[config.mk]
export PLATFORM = sky130hd
export DESIGN_NAME = crowd_tourney_sel
export DESIGN_NICKNAME = d
export VERILOG_FILES = /design/src/rtl/tsel_pkg.sv /design/src/rtl/tsel_index_gen.sv /design/src/rtl/tsel_compare.sv /design/src/rtl/crowd_tourney_sel.sv
export SDC_FILE = /design/constraint.sdc
export NUM_CORES = 1
export LEC_CHECK = 0
export BUFFER_PORTS_ARGS = -buffer_cell sky130_fd_sc_hd__buf_2
export CORE_MARGIN = 2
export CORE_UTILIZATION = 50
export DETAILED_ROUTE_END_ITERATION = 16
export PLACE_DENSITY = 0.81
export RECOVER_POWER = 25
export SYNTH_ARGS = -nofsm -noshare
export SYNTH_HDL_FRONTEND = slang
export SYNTH_SLANG_ARGS = --single-unit
[constraint.sdc]
create_clock -name clk -period 27.1 [get_ports clk]
set_clock_uncertainty 0.1 [all_clocks]
set_input_delay 5.42 -clock clk [delete_from_list [all_inputs] [get_ports clk]]
set_output_delay 5.42 -clock clk [all_outputs]
set_load 0.1 [all_outputs]
[src/rtl/tsel_pkg.sv]
`timescale 1ns/1ps
package tsel_pkg;
    typedef enum logic {
        ST_IDLE = 1'b0,
        ST_CMP  = 1'b1
    } tsel_state_e;
endpackage

[src/rtl/tsel_index_gen.sv]
`timescale 1ns/1ps
// Reduces the halves of a random word into two distinct population indices.
module tsel_index_gen #(
    parameter int POP_SIZE = 100,
    parameter int RAND_W   = 32,
    parameter int IDX_W    = 7
) (
    input  logic [RAND_W-1:0] rnd_i,
    output logic [IDX_W-1:0]  idx_a_o,
    output logic [IDX_W-1:0]  idx_b_o
);
    localparam int HALF_W = RAND_W / 2;
    localparam logic [HALF_W-1:0] POP_H  = HALF_W'(POP_SIZE);
    localparam logic [IDX_W-1:0]  LAST_I = IDX_W'(POP_SIZE - 1);

    logic [HALF_W-1:0] red_a;
    logic [HALF_W-1:0] red_b;
    logic [IDX_W-1:0]  raw_b;

    always_comb begin
        red_a   = rnd_i[HALF_W-1:0] % POP_H;
        red_b   = rnd_i[RAND_W-1:HALF_W] % POP_H;
        idx_a_o = IDX_W'(red_a);
        raw_b   = IDX_W'(red_b);
        if (raw_b == idx_a_o) begin
            idx_b_o = (raw_b == LAST_I) ? '0 : raw_b + IDX_W'(1);
        end else begin
            idx_b_o = raw_b;
        end
    end
endmodule

[src/rtl/tsel_compare.sv]
`timescale 1ns/1ps
// Decides whether contender B beats contender A: rank first, distance second.
module tsel_compare #(
    parameter int RANK_W = 8,
    parameter int DIST_W = 16
) (
    input  logic [RANK_W-1:0] rank_a_i,
    input  logic [DIST_W-1:0] dist_a_i,
    input  logic [RANK_W-1:0] rank_b_i,
    input  logic [DIST_W-1:0] dist_b_i,
    output logic              pick_b_o
);
    logic rank_b_better;
    logic rank_same;
    logic dist_b_wider;

    always_comb begin
        rank_b_better = rank_b_i < rank_a_i;
        rank_same     = rank_b_i == rank_a_i;
        // all-ones is the largest unsigned value, so infinity wins naturally
        dist_b_wider  = dist_b_i > dist_a_i;
        pick_b_o      = rank_b_better || (rank_same && dist_b_wider);
    end
endmodule

[src/rtl/crowd_tourney_sel.sv]
`timescale 1ns/1ps
module crowd_tourney_sel #(
    parameter int POP_SIZE = 100,
    parameter int RAND_W   = 32,
    parameter int RANK_W   = 8,
    parameter int DIST_W   = 16,
    parameter int IDX_W    = $clog2(POP_SIZE)
) (
    input  logic              clk,
    input  logic              rst_n,
    input  logic              req_i,
    output logic              req_ready_o,
    input  logic [RAND_W-1:0] rnd_word_i,
    output logic              mem_rd_en_o,
    output logic [IDX_W-1:0]  mem_addr_a_o,
    output logic [IDX_W-1:0]  mem_addr_b_o,
    input  logic [RANK_W-1:0] mem_rank_a_i,
    input  logic [DIST_W-1:0] mem_dist_a_i,
    input  logic [RANK_W-1:0] mem_rank_b_i,
    input  logic [DIST_W-1:0] mem_dist_b_i,
    output logic              win_valid_o,
    output logic [IDX_W-1:0]  win_idx_o,
    input  logic              win_ready_i
);
    import tsel_pkg::*;

    typedef struct packed {
        tsel_state_e      st;
        logic             vld;
        logic [IDX_W-1:0] ia;
        logic [IDX_W-1:0] ib;
        logic [IDX_W-1:0] win;
    } sel_regs_t;

    sel_regs_t        r_q, r_d;
    logic [IDX_W-1:0] draw_a, draw_b;
    logic             pick_b;
    logic             slot_free;
    logic             accept;

    tsel_index_gen #(
        .POP_SIZE (POP_SIZE),
        .RAND_W   (RAND_W),
        .IDX_W    (IDX_W)
    ) u_idx (
        .rnd_i   (rnd_word_i),
        .idx_a_o (draw_a),
        .idx_b_o (draw_b)
    );

    tsel_compare #(
        .RANK_W (RANK_W),
        .DIST_W (DIST_W)
    ) u_cmp (
        .rank_a_i (mem_rank_a_i),
        .dist_a_i (mem_dist_a_i),
        .rank_b_i (mem_rank_b_i),
        .dist_b_i (mem_dist_b_i),
        .pick_b_o (pick_b)
    );

    always_comb begin
        r_d       = r_q;
        slot_free = (r_q.st == ST_IDLE) && (!r_q.vld || win_ready_i);
        accept    = slot_free && req_i;
        if (r_q.vld && win_ready_i) begin
            r_d.vld = 1'b0;
        end
        unique case (r_q.st)
            ST_IDLE: begin
                if (accept) begin
                    r_d.st = ST_CMP;
                    r_d.ia = draw_a;
                    r_d.ib = draw_b;
                end
            end
            ST_CMP: begin
                r_d.st  = ST_IDLE;
                r_d.vld = 1'b1;
                r_d.win = pick_b ? r_q.ib : r_q.ia;
            end
            default: r_d.st = ST_IDLE;
        endcase
    end

    always_ff @(posedge clk or negedge rst_n) begin
        if (!rst_n) begin
            r_q <= '{st: ST_IDLE, vld: 1'b0, ia: '0, ib: '0, win: '0};
        end else begin
            r_q <= r_d;
        end
    end

    assign req_ready_o  = slot_free;
    assign mem_rd_en_o  = accept;
    assign mem_addr_a_o = draw_a;
    assign mem_addr_b_o = draw_b;
    assign win_valid_o  = r_q.vld;
    assign win_idx_o    = r_q.win;
endmodule

### Word-level counts from Yosys, hierarchy flattened

Cells that the tools add are included.

* register bits: 23
* output and inout bits: 24

* $add $sub $neg: 1
* div/mod/pow operators: 2
* $lt $le $gt $ge: 2
* equal/unequal tests: 3
* multiplexer cells: 7
* bitwise gates (word level): 1
* reductions and logical operators: 9

Operators with widths (number)
* $mod A16 B7 Y16 const B: 2
* $mux W7: 3
* $gt A16 B16 Y1: 1
* $eq A8 B8 Y1: 1
* $lt A8 B8 Y1: 1
* $add A7 B1 Y7 const B: 1
* $eq A7 B7 Y1: 1
* $eq A7 B7 Y1 const B: 1
* $logic_and A1 B1 Y1: 4
* $mux W1: 3
* $logic_or A1 B1 Y1: 2
* $pmux W1 S2: 1
* $reduce_and A2 Y1: 1
* $reduce_bool A2 Y1: 1
* $logic_not A1 Y1: 1
* $not A1 Y1: 1

### Depth between registers and ports, before layout

Gate-level depths: netlist (run 1).

* depth after elaboration: 6
* mapped depth: 31
* gate-level depth less buffers: 25

### Modules after synthesis

Synthesis (run 1) repeated with hierarchy kept, for this count alone.

* cells, all modules: 897
* area total of the unflattened synthesis: 6702.7 um2

By module, submodules not included
* tsel_index_gen: times used 1, cells each 741, area each 5033.6 um2, sequential area each 0.0 um2
* crowd_tourney_sel: times used 1, cells each 74, area each 1041.0 um2, sequential area each 575.6 um2
* tsel_compare: times used 1, cells each 82, area each 628.1 um2, sequential area each 0.0 um2

### Worst setup path before layout (run 1)

Ideal clock, no wire load.

* path kind: input to output
* start: in rnd_word_i[12]
* end: out mem_addr_b_o[4]
* arrival time: 14.308 ns
* path slack: 7.272 ns
* cell stages on the path: 26
* path through: buf_2 or3_4 a32oi_4 maj3_1 a2bb2oi_1 a2111o_1 a32oi_4 buf_2 a221oi_2 nand4b_2 a311oi_4 or2_1 buf_4 o21a_1 a21oi_1 a31oi_1 nand2_1 maj3_2 xnor2_2 or3_1 o22ai_1 a21oi_1 xor2_1 xnor2_1 nand3_1 mux2i_1

* word-level cells in the longest chain between the ends: 3

RTL lines
* from (decl): RTL line crowd_tourney_sel.sv:13 `input logic [RAND_W-1:0] rnd_word_i,`
* $mod A16 B7 Y16: RTL line tsel_index_gen.sv:21 `red_a = rnd_i[HALF_W-1:0] % POP_H;`
* via mem_addr_a_o[2]: RTL line crowd_tourney_sel.sv:15 `output logic [IDX_W-1:0] mem_addr_a_o,`
* $eq A7 B7 Y1: RTL line tsel_index_gen.sv:25 `if (raw_b == idx_a_o) begin`
* $mux W7: RTL line tsel_index_gen.sv:25
* to (decl): RTL line crowd_tourney_sel.sv:16 `output logic [IDX_W-1:0] mem_addr_b_o,`

The timed path passes the listed nets, and every way through them passes these cells.

### Final worst setup path (run 1)

* start: in rnd_word_i[15]
* end: out mem_addr_b_o[2]

* word-level cells in the longest chain between the ends: 3

RTL lines (RTL line)
* $mod A16 B7 Y16: tsel_index_gen.sv:21
* $eq A7 B7 Y1: tsel_index_gen.sv:25
* $mux W7: tsel_index_gen.sv:25

No other way between the ends.

==> results.ini, run 1 <==
[outcome]
outcome=finished, final reports clean

[drt]
wl_um=16800
drtAntennaViolNets=0
firstDrtPassIters=5
dr.first_iter.drc_count=555
vias=7117
route.detailed.drc=0
vias_per_cell=6.33
post_drt_wl_per_cell_um=14.9

[cells_and_area]
nets=1059
final_common_cell=buf_2
drive_above_1_share_pct=20.7
final_cell_mix=106 x buf_2, 77 x nand2_1, 65 x nor2_1, 61 x a21oi_1, 52 x inv_1
area_growth_pct=6.97
fin_util_pct=54.2
final.fill_count=1223
fin_area_um2=7090
diodes=0

[clocking]
max-clock-path-buffers=2
htreeDepth=1
ctsHoldBuffers=0
cts_setup_buffers=0
cts_buffers=3
cts_sinks=23
root_buffer=clkbuf_16
clk_pin_slew_ps=60
cts_resized=0
cts_tree=built
clk_latency_ps=250

[synthesis]
synthCells=904
yosys_warnings=0
synth_top_area_cell=dfrtp_1
postSynthNetCount=1014
synthMuxAreaShare_pct=3.02
synth_top_area_share_pct=8.69
synth.area.top_cells=dfrtp_1 8.7%, ha_1 4.9%, a21oi_1 4.6%
async_reset_ff_share_pct=100
synth_seq_area_share_pct=8.69
synth_fa_ha_area_share_pct=5.55
synth_compound_area_share_pct=40.5
synth_area_um2=6630
ys_types=128
ys_ff_latch=23
synth_top_family_by_area=compound AO/OA/AOI/OAI gates
synth_flop_cell=dfrtp_1
synth_xor_area_share_pct=6.12
syn_avg_cell_area_um2=7.33
synth-simple-area-share_pct=27.5
synth_edf_count=0

[global_routing]
antenna_found_initial=0
grt_first_pass_wirelength_um=28100
track_usage_pct=22.3
use_met1_pct=30.6
met3_usage_pct=1.29
busiest_layer=met2
grt_max_degree=29
first_global_vias=6297
met2_usage_pct=38.2
overflow=0

[critical_path]
path_class=in2out
crit_arrival_ps=13440
start_kind=primary input
crit_required_ps=21580
cp-end-kind=output port
cp_max_fo=26

[placement]
gp_congestion=0.945
placed_cell_area_um2=7010
port_buffers=107
pre_cts_slack_ps=8320
place_hpwl_um=12800

[timing]
drv_slew=0
finalSetupTns_ps=0
fmax_mhz=52.7
max_slew_margin_pct=21.4
finalHoldViolCount=0
tightest_slew_ps=1180
post-route-period-util_pct=70.0
finalWorstSetupSlack_ps=8140
rsz0062_at_grt=false
finalSetupViolCount=0
final.min_clock_period_ps=18960

[floorplanning]
rows=42
start_util_pct=50.6
dieArea_um2=14200
core_area_um2=13100
io_pins=108
die_w_um=119
die_height_um=119

[worst_hold_path]
hold_class=reg2reg

[job]
maxCapViolations=0

## worst max-delay path, cell delays in order
cell and delay, ps:
buf_2 350, or3b_1 460, a21o_1 170, a2111oi_0 410
o31ai_1 180, a2111o_1 460, a32oi_4 510, xnor2_1 120
or4_1 400, o311a_2 200, a311oi_4 380, or2_1 410
o21a_1 250, a21oi_1 90, a31oi_1 290, nand2_1 180
maj3_2 390, xnor2_2 180, or3_1 400, o22ai_1 280
a21oi_1 90, xor2_1 190, xnor2_1 530, inv_1 250
o41ai_2 450, nand2_1 90, buf_2 300
## synthesized netlist by cell type, types with 6 or more instances
| cell | count |
|---|---|
| buf_4 | 17 |
| a21boi_0 | 7 |
| xnor2_1 | 26 |
| o21ai_1 | 7 |
| o31ai_1 | 14 |
| nand3_1 | 30 |
| or3_1 | 14 |
| o21a_1 | 15 |
| clkbuf_1 | 21 |
| nor3b_1 | 6 |
| o21ai_0 | 35 |
| o211ai_1 | 21 |
| o211a_1 | 6 |
| a31oi_1 | 20 |
| a21o_1 | 12 |
| nor2b_1 | 13 |
| nand2b_1 | 12 |
| a21oi_2 | 6 |
| a21oi_1 | 61 |
| and2_1 | 8 |
| buf_2 | 20 |
| xor2_1 | 7 |
| mux2i_1 | 11 |
| a211oi_1 | 10 |
| nand2_1 | 77 |
| and3_1 | 12 |
| ha_1 | 26 |
| nor2_1 | 65 |
| nor3_1 | 26 |
| inv_1 | 52 |
| o22ai_1 | 9 |
| nor4_1 | 8 |
| nand4_1 | 14 |
| dfrtp_1 | 23 |
## flip-flops by register name (all words and copies together), names as in the netlist
name         count
r_q             15
win_idx_o        7
win_valid_o      1
## metrics by stage
stage               hold slack (ps)  std cells
global route                    418       1124
CTS                             403       1124
finish                          402       1124
global placement                358       1120
detailed placement              367       1120
floorplan                       345        904
## path summary, 6_finish.rpt
path	startpoint	to	slack [ps]	cells past startpoint
min	r_q[17]	r_q[17]	400	2
max	rnd_word_i[15]	mem_addr_b_o[2]	8140	27
min reg2reg	r_q[17]	r_q[17]	400	2
max in group asynchronous	rst_n	r_q[19]	20910	1
max reg2reg	r_q[22]	r_q[20]	24900	4
min in group asynchronous	rst_n	win_valid_o	5280	1
## cell families after synthesis
kind of cell | count (synthesis)
multiplexers | 17
AO/OA/AOI/OAI | 337
AND/OR/NAND/NOR | 338
buffers and inverters | 120
adder cells (fa/ha/maj) | 30
XOR/XNOR | 39
flip-flops | 23
## area by class of cell
| type | count | area (um2) | area share, % |
|---|---|---|---|
| multi-input cells | 761 | 5480 | 77.3 |
| flip-flops and latches | 23 | 576 | 8.12 |
| repair buffers | 107 | 534 | 7.54 |
| well taps | 176 | 220 | 3.11 |
| inverters | 53 | 199 | 2.81 |
| clock buffers | 4 | 78.8 | 1.11 |
## metal layers
metal | share of wire [%] | routed length (um) | up-vias
li1 | - | - | 3525
met1 | 46 | 7650 | 3300
met2 | 47 | 7920 | 263
met3 | 5.9 | 993 | 29
met4 | 1.4 | 234 | 0
met5 | 0 | 0 | -
Power of run 1 is left out: the tool's default activity adds up to more than one toggle a clock period on the data nets, which glitch-free logic cannot reach.
==> run 2, diff against run 1 <==
ABC_AREA = 1   (was unset)
PLACE_DENSITY = 0.83   (was 0.81)
clock period = 18.5 ns   (was 27.1 ns; I/O delays follow)
==> run 2 against run 1 <==
First-iteration DRC count is 57% lower. Routed wire length down 33%. Sequential cell count is the same. Die area fell by 19%. Sequential share of layout area up 1.5 points. Global-route usage is 2.6 points lower. Utilization grew 3.9 points. Critical path depth rose by 23. Via count down 22%. Critical endpoint is now mem_addr_b_o[0]. Highest routed layer unchanged.
==> results.ini, run 2 <==
[floorplanning]
io_pins=108  ; unchanged
core_area_um2=10300  ; -21%
die_height_um=107  ; -9.9%
rows=37  ; -12%
die_w_um=107  ; -9.9%
dieArea_um2=11500  ; -19%
start_util_pct=51.7  ; +1.1 points

[cells_and_area]
final.fill_count=1063  ; -13%
final_cell_count_no_fill=1110  ; -1.2%
area_growth_pct=12.4
top_register=r_q
diodes=0  ; unchanged
drive_above_1_share_pct=29.7  ; +9.0 points
nets=1085  ; +2.5%
final_common_cell=nand2_1
final_cell_mix=255 x nand2_1, 125 x inv_1, 106 x buf_2, 84 x nand3_1, 74 x nand2_2
largest_register_ffs=15  ; unchanged

[synthesis]
ys_ff_latch=23  ; unchanged
ys_types=48  ; -63%
synth_edf_count=0  ; unchanged
synth_top_area_cell=nand2_1
yosys_warnings=0  ; unchanged
synth_top_area_share_pct=17.9  ; +9.2 points
synth_flop_cell=dfrtp_1
async_reset_ff_share_pct=100  ; unchanged
synth_area_um2=5340  ; -19%
netlist_top_cells_count=255 x nand2_1, 125 x inv_1, 84 x nand3_1
synthCells=875  ; -3.2%
postSynthNetCount=985  ; -2.9%
yosys.cell_count.top_type=nand2_1
synth.area.top_cells=nand2_1 18%, dfrtp_1 11%, inv_1 8.8%
synth_seq_area_share_pct=10.8  ; +2.1 points
syn_avg_cell_area_um2=6.10  ; -17%

[drt]
route.detailed.drc=0  ; unchanged
dr.first_iter.drc_count=241  ; -57%
post_drt_wl_per_cell_um=10.1  ; -32%
vias_per_cell=5.00  ; -21%
drtAntennaViolNets=0  ; unchanged
firstDrtPassIters=6  ; +1
vias=5548  ; -22%
wl_um=11200  ; -33%

[critical_path]
start_kind=primary input
critPathMaxStageDelay_ps=440  ; -90 ps
critPathBufInv=4  ; +1
crit_family=simple AND/OR/NAND/NOR gates
r2r_slack_ps=16340  ; -8560 ps
r2r-start=r_q[22]
cp_max_fo=8  ; -69%
crit_required_ps=14700  ; -6880 ps
regToRegEndpoint=r_q[8]
path_class=in2out
crit_top_cell=nand2_2
worst_path_max_delay_cell=o21ai_1
r2r_cells=7  ; +3
crit_arrival_ps=9630  ; -3810 ps
cp-end-kind=output port

[timing]
finalSetupTns_ps=0  ; unchanged
post-route-period-util_pct=72.6
finalHoldViolCount=0  ; unchanged
rsz0062_at_grt=false
fmax_mhz=74.5
tightest_slew_ps=1130  ; -45.5 ps
final.min_clock_period_ps=13430
drv_slew=0  ; unchanged
finalWorstSetupSlack_ps=5070  ; -3070 ps
finalSetupViolCount=0  ; unchanged
max_slew_margin_pct=24.4  ; +3.0 points

[worst_hold_path]
min_from=r_q[14]
hold_depth=2  ; unchanged
whs_endpoint=r_q[14]
hold_class=reg2reg

[clocking]
cts_resized=0  ; unchanged
clk_latency_ps=260  ; about the same
htreeDepth=1  ; unchanged
cts_buffers=3  ; unchanged
root_buffer=clkbuf_8
cts_tree=built
max-clock-path-buffers=2  ; unchanged
clk_pin_slew_ps=70  ; about the same
cts_setup_buffers=0  ; unchanged
ctsHoldBuffers=0  ; unchanged
cts_sinks=23  ; unchanged

[outcome]
outcome=finished, final reports clean

[placement]
pre_cts_slack_ps=5060  ; -3250 ps
dpl.cell_count=1106  ; -1.3%
port_buffers=107  ; unchanged
place_hpwl_um=9900  ; -22%
gp_congestion=0.842  ; -11%

[global_routing]
grt_max_degree=24  ; -17%
grt_first_pass_wirelength_um=19900  ; -29%
antenna_found_initial=0  ; unchanged
first_global_vias=4977  ; -21%
track_usage_pct=19.7  ; -2.6 points
overflow=0  ; unchanged

[job]
maxCapViolations=0  ; unchanged

[run 2: cell types whose count changed after synthesis, sizes merged, moves of 21 or more]
| cell | delta |
|---|---|
| nand4 | +25 |
| nand3 | +76 |
| inv | +90 |
| nand2 | +273 |
| clkbuf | -21 |
| buf | -34 |
| nor3 | -28 |
| xnor2 | -25 |
| a21oi | -50 |
[run 2: worst max path at each step]
stage / end / cells past startpoint / slack [ps] / startpoint
2_1_floorplan: mem_addr_b_o[1] / 52 / 5080 / rnd_word_i[13]
3_3_place_gp: mem_addr_b_o[0] / 50 / 5220 / rnd_word_i[12]
3_5_place_dp: mem_addr_b_o[0] / 50 / 5060 / rnd_word_i[12]
4_1_cts: mem_addr_b_o[0] / 50 / 5070 / rnd_word_i[12]
5_1_grt: mem_addr_b_o[0] / 52 / 4320 / rnd_word_i[30]
6_report: mem_addr_b_o[0] / 50 / 5070 / rnd_word_i[12]
[run 2: cell families after synthesis]
family,share of synthesized area (%)
compound gates,9.38
xor+xnor,3.47
fa+ha+maj,6.09
buf+inv,12.0
flops,10.8
simple gates,58.3
[run 2: metrics by stage]
stage | util, % | instance area [um2] | hold WS [ps]
finish | 58.1 | 6000 | 387
detailed placement | 57.7 | 5950 | 366
floorplan | - | 5340 | 344
CTS | 58.1 | 6000 | 388
global placement | 57.7 | 5950 | 358
global route | 58.1 | 6000 | 407
[run 2: layer usage]
layer	share of wire, %	global-route usage, %
met5	0	0
met4	0.88	3.25
met3	5.5	1.51
met2	48	36.6
met1	46	25.0
[run 2: area by class of cell]
cell class	instances	area (um2)	area share, %
inverters	145	552	9.20
multi-input cells	695	4120	68.7
well taps	136	170	2.84
flip-flops and latches	23	576	9.60
clock buffers	4	45.0	0.751
repair buffers	107	534	8.91
[run 2: worst min-delay path, cell delays in order (launching register included)]
cell and delay, ps:
dfrtp_1 350, nand2_1 50, o21ai_0 60
Power of run 2 is left out for the same reason.
==> run 3, diff against run 2 <==
PLACE_DENSITY = 0.86   (was 0.83)
clock period = 11.32 ns   (was 18.5 ns; I/O delays follow)
==> run 3 against run 2 <==
Clock-buffer cell count unchanged. Global-route usage up 0.34 points. Via count down 0.49%. Non-clock buffer count unchanged. Critical endpoint is now mem_addr_b_o[3]. Highest routed layer unchanged. Critical path depth up 5. Utilization about the same. Sequential cell count unchanged. Worst setup slack worse by 4300 ps. Critical path type unchanged. Routed wire length up 1.4%.
==> results.ini, run 3 (synthesis gave the netlist of run 2 again) <==
[drt]
firstDrtPassIters=4  ; -2
post_drt_wl_per_cell_um=10.3  ; +1.4%
wl_um=11400  ; +1.4%
vias=5521  ; -0.49%
vias_per_cell=4.97  ; -0.49%
dr.first_iter.drc_count=198  ; -18%
route.detailed.drc=0  ; unchanged
drtAntennaViolNets=0  ; unchanged

[cells_and_area]
diodes=0  ; unchanged
final_common_cell=nand2_1
area_growth_pct=12.4  ; about the same
multi_input_area_um2=4120  ; unchanged
largest_register_ffs=15  ; unchanged
register_area_um2=576  ; unchanged
drive_above_1_share_pct=29.7  ; unchanged
top_register=r_q
nets=1085  ; unchanged
final.fill_count=985  ; -7.3%
final_cell_mix=255 x nand2_1, 125 x inv_1, 104 x buf_2, 84 x nand3_1, 74 x nand2_2

[worst_hold_path]
min_from=win_idx_o[4]
hold_class=reg2reg

[clocking]
ctsHoldBuffers=0  ; unchanged
cts_tree=built
cts_buffers=3  ; unchanged
cts_resized=0  ; unchanged
cts_setup_buffers=0  ; unchanged
clk_latency_ps=260  ; about the same
cts_sinks=23  ; unchanged
clk_pin_slew_ps=70  ; about the same
root_buffer=clkbuf_8
max-clock-path-buffers=2  ; unchanged
htreeDepth=1  ; unchanged

[placement]
gp_congestion=0.855  ; +1.5%
port_buffers=107  ; unchanged
place_hpwl_um=9870  ; -0.34%

[global_routing]
track_usage_pct=20.0  ; +0.34 points
grt_max_degree=24  ; unchanged
overflow=0  ; unchanged
antenna_found_initial=0  ; unchanged
first_global_vias=5079  ; +2.0%
grt_first_pass_wirelength_um=20300  ; +2.2%

[timing]
finalSetupViolCount=0  ; unchanged
fmax_mhz=94.9
max_slew_margin_pct=21.4  ; -3.0 points
rsz0062_at_grt=false
post-route-period-util_pct=93.1
finalHoldViolCount=0  ; unchanged
finalSetupTns_ps=0  ; unchanged
final.min_clock_period_ps=10540
drv_slew=0  ; unchanged
tightest_slew_ps=1180  ; +45.7 ps

[critical_path]
worst_path_max_delay_cell=buf_2
critPathMaxStageDelay_ps=440  ; about the same
critPathBufInv=5  ; +1
crit_required_ps=8960  ; -5740 ps
path_class=in2out
crit_top_cell=nand2_1
cp-startpoint=rnd_word_i[30]
crit_arrival_ps=8170  ; -1460 ps
crit_family=simple AND/OR/NAND/NOR gates
cp-end-kind=output port
start_kind=primary input
cp_max_fo=8  ; unchanged
r2r-start=r_q[22]

[floorplanning]
start_util_pct=51.7  ; unchanged
die_w_um=107  ; unchanged
rows=37  ; unchanged
dieArea_um2=11500  ; unchanged
io_pins=108  ; unchanged
core_area_um2=10300  ; unchanged
die_height_um=107  ; unchanged

[outcome]
outcome=finished, final reports clean

[job]
maxCapViolations=0  ; unchanged

==> run 3: cell count changes in the layout (fill, tap and decap cells not counted) <==
cell,previous run,this run
buf_2,106,104
clkbuf_4,0,2
==> run 3: per-layer routing <==
layer / up-vias / wire (um) / GRT usage [%]
met3: 11 / 477 / 1.15
met5: - / 0 / 0
met2: 123 / 5380 / 38.1
met1: 2385 / 5420 / 25.1
li1: 3002 / - / -
met4: 0 / 123 / 3.06
==> run 3: final timing paths <==
path,endpoint,slack (ps),cells after the start
hold / removal,win_idx_o[4],380,2
setup / recovery,mem_addr_b_o[3],780,55
setup reg to reg,r_q[8],9190,7
max in group asynchronous,win_idx_o[6],8300,1
min in group asynchronous,r_q[8],2110,1
hold reg to reg,win_idx_o[4],380,2
==> run 3: layout make-up <==
cell class              count  share of cell area (%)
clock buffers               4                   0.750
inverters                 145                    9.19
multi-input cells         695                    68.6
well taps                 136                    2.84
flip-flops and latches     23                    9.59
repair buffers            107                    8.98
==> run 3: tightest hold or removal path, stage by stage, from the launching register on <==
cell	delay [ps]
dfrtp_1	340
nand2_1	50
o21ai_0	60
==> run 3: per-stage QoR <==
stage                     cell area, um2  instances  setup slack [ps]  hold WS (ps)  util (%)
after global routing                6000       1110              12.5           406      58.1
final                               6000       1110               784           382      58.1
after detailed placement            5950       1106               761           366      57.7
after CTS                           6000       1110               743           387      58.1
after floorplan                     5340        875               775           344         -
after global placement              5950       1106               940           360      57.7
Power of run 3 is left out for the same reason.
